==> config.mk <==
export PLATFORM = sky130hd
export DESIGN_NAME = rg_handoff
export DESIGN_NICKNAME = d
export VERILOG_FILES = /design/src/rtl/rg_handoff_pkg.sv /design/src/rtl/rg_line_sense.sv /design/src/rtl/rg_prio_pick.sv /design/src/rtl/rg_owner_fsm.sv /design/src/rtl/rg_handoff.sv
export SDC_FILE = /design/constraint.sdc
export NUM_CORES = 1
export LEC_CHECK = 0
export BUFFER_PORTS_ARGS = -buffer_cell sky130_fd_sc_hd__buf_4
export CAP_MARGIN = 20
export CORE_AREA = 2 2 39 41
export DETAILED_ROUTE_END_ITERATION = 16
export DIE_AREA = 0 0 41 43
export RECOVER_POWER = 50
export SKIP_CTS_REPAIR_TIMING = 1
export SYNTH_ARGS = -nofsm -noshare
export SYNTH_HDL_FRONTEND = slang
export SYNTH_SLANG_ARGS = --single-unit
==> constraint.sdc <==
create_clock -name clk -period 2.15 [get_ports clk]
set_input_delay 0.1075 -clock clk [delete_from_list [all_inputs] [get_ports clk]]
set_output_delay 0.1075 -clock clk [all_outputs]
set_load 0.01 [all_outputs]
==> src/rtl/rg_handoff_pkg.sv <==
package rg_handoff_pkg;
   typedef enum logic [2:0] {
      ST_HOST   = 3'd0,
      ST_WAIT   = 3'd1,
      ST_GRANT  = 3'd2,
      ST_MASTER = 3'd3,
      ST_RETURN = 3'd4
   } rg_state_e;
endpackage

==> src/rtl/rg_line_sense.sv <==
module rg_line_sense #(
   parameter int N_CH = 2
) (
   input  logic [N_CH-1:0] line_lvl,
   input  logic [N_CH-1:0] own_pull,
   output logic [N_CH-1:0] ext_low
);
   // A low level only counts as a master's pulse when this block is not pulling the line itself.
   for (genvar g = 0; g < N_CH; g++) begin : g_line
      assign ext_low[g] = ~line_lvl[g] & ~own_pull[g];
   end
endmodule

==> src/rtl/rg_prio_pick.sv <==
module rg_prio_pick #(
   parameter int N_CH = 2,
   localparam int IW = (N_CH > 1) ? $clog2(N_CH) : 1
) (
   input  logic [N_CH-1:0] req,
   output logic            any,
   output logic [IW-1:0]   idx
);
   // Fixed priority: the lowest index wins.
   always_comb begin
      any = 1'b0;
      idx = '0;
      for (int i = N_CH - 1; i >= 0; i--) begin
         if (req[i]) begin
            any = 1'b1;
            idx = IW'(i);
         end
      end
   end
endmodule

==> src/rtl/rg_owner_fsm.sv <==
module rg_owner_fsm
   import rg_handoff_pkg::*;
#(
   parameter int N_CH = 2,
   localparam int IW = (N_CH > 1) ? $clog2(N_CH) : 1
) (
   input  logic            clk,
   input  logic            rst_n,
   input  logic [N_CH-1:0] ext_low,
   input  logic            cycle_done,
   input  logic            lock_hold,
   input  logic            win_any,
   input  logic [IW-1:0]   win_idx,
   output logic [N_CH-1:0] want,
   output rg_state_e       state,
   output logic [IW-1:0]   owner
);
   rg_state_e       state_d;
   logic [IW-1:0]   owner_d;
   logic [N_CH-1:0] pend_q, pend_d;

   // Pending requests plus the ones sampled this cycle; this feeds the priority picker.
   assign want = pend_q | ext_low;

   always_comb begin
      state_d = state;
      owner_d = owner;
      pend_d  = pend_q | ext_low;
      unique case (state)
         ST_HOST:   if (|want) state_d = ST_WAIT;
         ST_WAIT: begin
            if (cycle_done && !lock_hold && win_any) begin
               state_d         = ST_GRANT;
               owner_d         = win_idx;
               pend_d[win_idx] = 1'b0;
            end
         end
         ST_GRANT:  state_d = ST_MASTER;
         ST_MASTER: begin
            // The owner's low is a release, not a new request.
            if (ext_low[owner]) begin
               state_d       = ST_RETURN;
               pend_d[owner] = pend_q[owner];
            end
         end
         ST_RETURN: state_d = ST_HOST;
         default:   state_d = ST_HOST;
      endcase
   end

   always_ff @(posedge clk or negedge rst_n) begin
      if (!rst_n) begin
         state  <= ST_HOST;
         owner  <= '0;
         pend_q <= '0;
      end else begin
         state  <= state_d;
         owner  <= owner_d;
         pend_q <= pend_d;
      end
   end
endmodule

==> src/rtl/rg_handoff.sv <==
module rg_handoff
   import rg_handoff_pkg::*;
#(
   parameter int N_CH = 2
) (
   input  logic            clk,
   input  logic            rst_n,
   input  logic [N_CH-1:0] rg_in,
   output logic [N_CH-1:0] rg_drive,
   input  logic            cycle_done,
   input  logic            lock_hold,
   output logic            bus_float
);
   localparam int IW = (N_CH > 1) ? $clog2(N_CH) : 1;

   if (N_CH < 2) begin : g_bad_cfg
      $error("rg_handoff: N_CH must be at least 2");
   end

   logic [N_CH-1:0] ext_low;
   logic [N_CH-1:0] want;
   logic            win_any;
   logic [IW-1:0]   win_idx;
   rg_state_e       state;
   logic [IW-1:0]   owner;

   rg_line_sense #(.N_CH(N_CH)) u_sense (
      .line_lvl (rg_in),
      .own_pull (rg_drive),
      .ext_low  (ext_low)
   );

   rg_prio_pick #(.N_CH(N_CH)) u_pick (
      .req (want),
      .any (win_any),
      .idx (win_idx)
   );

   rg_owner_fsm #(.N_CH(N_CH)) u_fsm (
      .clk        (clk),
      .rst_n      (rst_n),
      .ext_low    (ext_low),
      .cycle_done (cycle_done),
      .lock_hold  (lock_hold),
      .win_any    (win_any),
      .win_idx    (win_idx),
      .want       (want),
      .state      (state),
      .owner      (owner)
   );

   assign bus_float = (state == ST_GRANT) || (state == ST_MASTER) || (state == ST_RETURN);

   for (genvar g = 0; g < N_CH; g++) begin : g_drive
      assign rg_drive[g] = (state == ST_GRANT) && (owner == IW'(g));
   end
endmodule

==> flow_summary_export.csv <==
group,metric,value,unit
run_status,status,"finished, final reports clean",
yosys,syn-instance-count,43,
detailed_routing,wl_met2,412,µm
yosys,synth_top_cell_area_share,38.1,%
clock_tree,clock_latency,0.25,ns
sta,max_freq,0.639,GHz
clock_tree,cts_tree,"yes",
run,maxCapViolCount,0,
yosys,synthMuxAreaShare,8.57,%
critical_path,worstPathRequired,2.28,ns
clock_tree,clk_pin_slew_worst_paths,0.04,ns
yosys,synth-compound-area-share,18.7,%
detailed_routing,drc,0,
sta,tightestPinTransition,0.364,ns
yosys,netlist_area,394,µm²
critical_path,rrSetupSlack,0.59,ns
grt,grt_remaining_overflow,0,
die,coreArea,1380,µm²
detailed_routing,routedLengthMet1,366,µm
detailed_routing,first_iter_violations,3,
yosys,synth.area.top_cells,"dfrtp_1 (38%), nor2_1 (7.6%), mux2_2 (5.7%), nand2b_4 (3.5%), a31oi_1 (3.2%)",
power,totalPowerFinal,0.667,mW
detailed_routing,wirelength,879,µm
cells_and_area,area_growth,25.7,%
place,gp_congestion,0.753,
sta,hold_viol,0,
die,ios,9,
yosys,synthAdderAreaFrac,0,%
detailed_routing,dr_wl_met3,53,µm
critical_path,cp_slowest_cell,"dfrtp_1",
critical_path,path_max_fanout,10,
sta,rsz0062_at_grt,"no",
sta,max-slew-margin-rel,75.6,%
grt,grt_pass1_vias,361,
die,die-area,1760,µm²
grt,track_usage,13.9,%
clock_tree,htreeDepth,1,
yosys,yosysWarningCount,0,
detailed_routing,drtAntennaViolNets,0,
sta,fin_tns_setup,0,ns
critical_path,end_kind,"flip-flop",
grt,grt_pass1_wl,1.52,mm
yosys,synth_top_family_by_area,"simple AND/OR/NAND/NOR gates",
yosys,syn_area_per_cell,9.17,µm²
cells_and_area,final.fill_count,156,
yosys,synth_top_cell_by_area,"dfrtp_1",
clock_tree,cts.sinks,6,
die,die_h,43,µm
critical_path,startpoint_type,"flip-flop",
critical_path,path_delay_family,"simple AND/OR/NAND/NOR gates",
critical_path,crit_chain,"or3b_4 -> nand2b_4 -> o211ai_2 -> mux2_1",
detailed_routing,wl_per_cell,12.6,µm
detailed_routing,drt_first_pass_iters,4,
clock_tree,cts-root-buf,"clkbuf_4",
power,p_leak,0.224,nW
detailed_routing,vias,364,
power,max-vdd-ir-drop,0.379,mV
sta,finClkSkew,0.00100,ns
sta,min_period,1.56,ns
yosys,syn-num-nets,49,
place,dpl.hpwl,680,µm
sta,slew_violations,0,
cells_and_area,antenna_cells,0,
sta,post-route-period-util,72.7,%
place,io_buffer_count,8,
cells_and_area,drive_gt1_share,27.8,%
clock_tree,cts_made_buffers,3,
min_path,min_path_type,"in -> reg",
yosys,synth-seq-area-share,38.1,%
sta,setup_violations,0,
die,rows,14,
critical_path,critPathKind,"reg -> reg",
critical_path,cp.arrival,1.69,ns
critical_path,critPathMaxStageDelay,0.48,ns
cells_and_area,nets,62,
die,start_util,28.5,%
detailed_routing,routed.top_layer,"met4",
yosys,synth_cell_types,24,
clock_tree,clockBufferDepth,2,
die,die_x,41,µm
critical_path,cp_num_buf_inv,0,
detailed_routing,viasPerCell,5.20,
yosys,synth-simple-area-share,28.6,%
grt,grt_max_degree,11,
yosys,ys_ff_latch,6,
grt,antenna_found_initial,0,
yosys,synth_xor_xnor_area_share,2.22,%
power,power_density,1350,nW/µm²
## flip-flops by register name (all words and copies together), names as in the netlist
| register | cells |
|---|---|
| u_fsm.owner | 1 |
| u_fsm.pend_q | 2 |
| u_fsm.state | 3 |
## per-layer routing
layer / track usage [%] / up-vias
li1: - / 177
met1: 15.2 / 168
met2: 19.1 / 14
met3: 3.14 / 5
met4: 16.0 / 0
met5: 0 / -
## path summary, 6_finish.rpt
check,startpoint,endpoint,depth (start not counted)
max in group asynchronous,rst_n,u_fsm.pend_q[0]$_DFF_PN0_,2
worst min register to register,u_fsm.pend_q[0]$_DFF_PN0_,u_fsm.pend_q[0]$_DFF_PN0_,2
min in group asynchronous,rst_n,u_fsm.pend_q[1]$_DFF_PN0_,2
worst min-delay path,rg_in[0],u_fsm.pend_q[0]$_DFF_PN0_,4
worst max-delay path,u_fsm.state[1]$_DFFE_PN0P_,u_fsm.state[0]$_DFFE_PN0P_,4
worst max register to register,u_fsm.state[1]$_DFFE_PN0P_,u_fsm.state[0]$_DFFE_PN0P_,4
## power by group
part	leakage [nW]	switching, mW	internal [mW]
clock	0.0138	0.0432	0.0633
sequential	0.0690	0.0794	0.164
combinational	0.141	0.139	0.179
## cells by family after synthesis
family                 after synthesis
multiplexers                         3
AO/OA/AOI/OAI                       11
AND/OR/NAND/NOR                     19
buffers and inverters                3
flip-flops                           6
XOR/XNOR                             1
## cell usage after synthesis
| cell | number |
|---|---|
| nor2_1 | 8 |
| dfrtp_1 | 6 |
| a21oi_1 | 2 |
| a31oi_1 | 2 |
| and3_1 | 2 |
| inv_1 | 2 |
| mux2_2 | 2 |
| nand2b_1 | 2 |
| o21ai_0 | 2 |
| buf_4 | 1 |
| mux2_1 | 1 |
| nand2b_4 | 1 |
| nand3_1 | 1 |
| nand3b_1 | 1 |
| nor2_2 | 1 |
| nor2b_1 | 1 |
| o211ai_2 | 1 |
| o21ai_1 | 1 |
| o21bai_1 | 1 |
| o22a_1 | 1 |
| o31ai_1 | 1 |
| or2b_1 | 1 |
| or3b_4 | 1 |
| xnor2_1 | 1 |
## cells in the final DEF, fill, tap and decap left out, drive strengths merged
master       netlist  final
o31ai              1      1
or3b               1      1
a31oi              2      2
and3               2      2
a21oi              2      2
inv                2      2
nor2               9      9
mux2               3      3
xnor2              1      1
o21bai             1      1
o211ai             1      1
nand2b             3      3
nor2b              1      1
dfrtp              6      6
dlygate4sd3        0      1
o22a               1      1
o21ai              3      3
nand3              1      1
nand3b             1      1
clkbuf             0      4
buf                1      7
or2b               1      1
## cell type report
type	instances	area [µm²]	share of cell area (%)
flip-flops and latches	6	150	30.3
repair buffers	9	66.3	13.4
clock buffers	3	22.5	4.55
inverters	2	7.51	1.52
multi-input cells	34	229	46.2
well taps	16	20.0	4.04
## per-stage QoR
stage | util [%] | setup WS, ns | cells | area (µm²) | hold WS (ns)
2_1_floorplan | - | 0.636 | 43 | 394 | -0.188
3_3_place_gp | 33.7 | 0.629 | 66 | 467 | -0.0783
3_5_place_dp | 33.7 | 0.605 | 66 | 467 | -0.0819
4_1_cts | 35.4 | 0.598 | 69 | 489 | -0.346
5_1_grt | 35.8 | 0.517 | 70 | 495 | 0.188
6_report | 35.8 | 0.586 | 70 | 495 | 0.158
## worst reg2reg max path: stages (launching register included)
cell      delay, ns
dfrtp_1        0.48
or3b_4         0.43
nand2b_4       0.15
o211ai_2       0.06
mux2_1         0.33
Note: power is estimated with default switching activity, not from simulation.
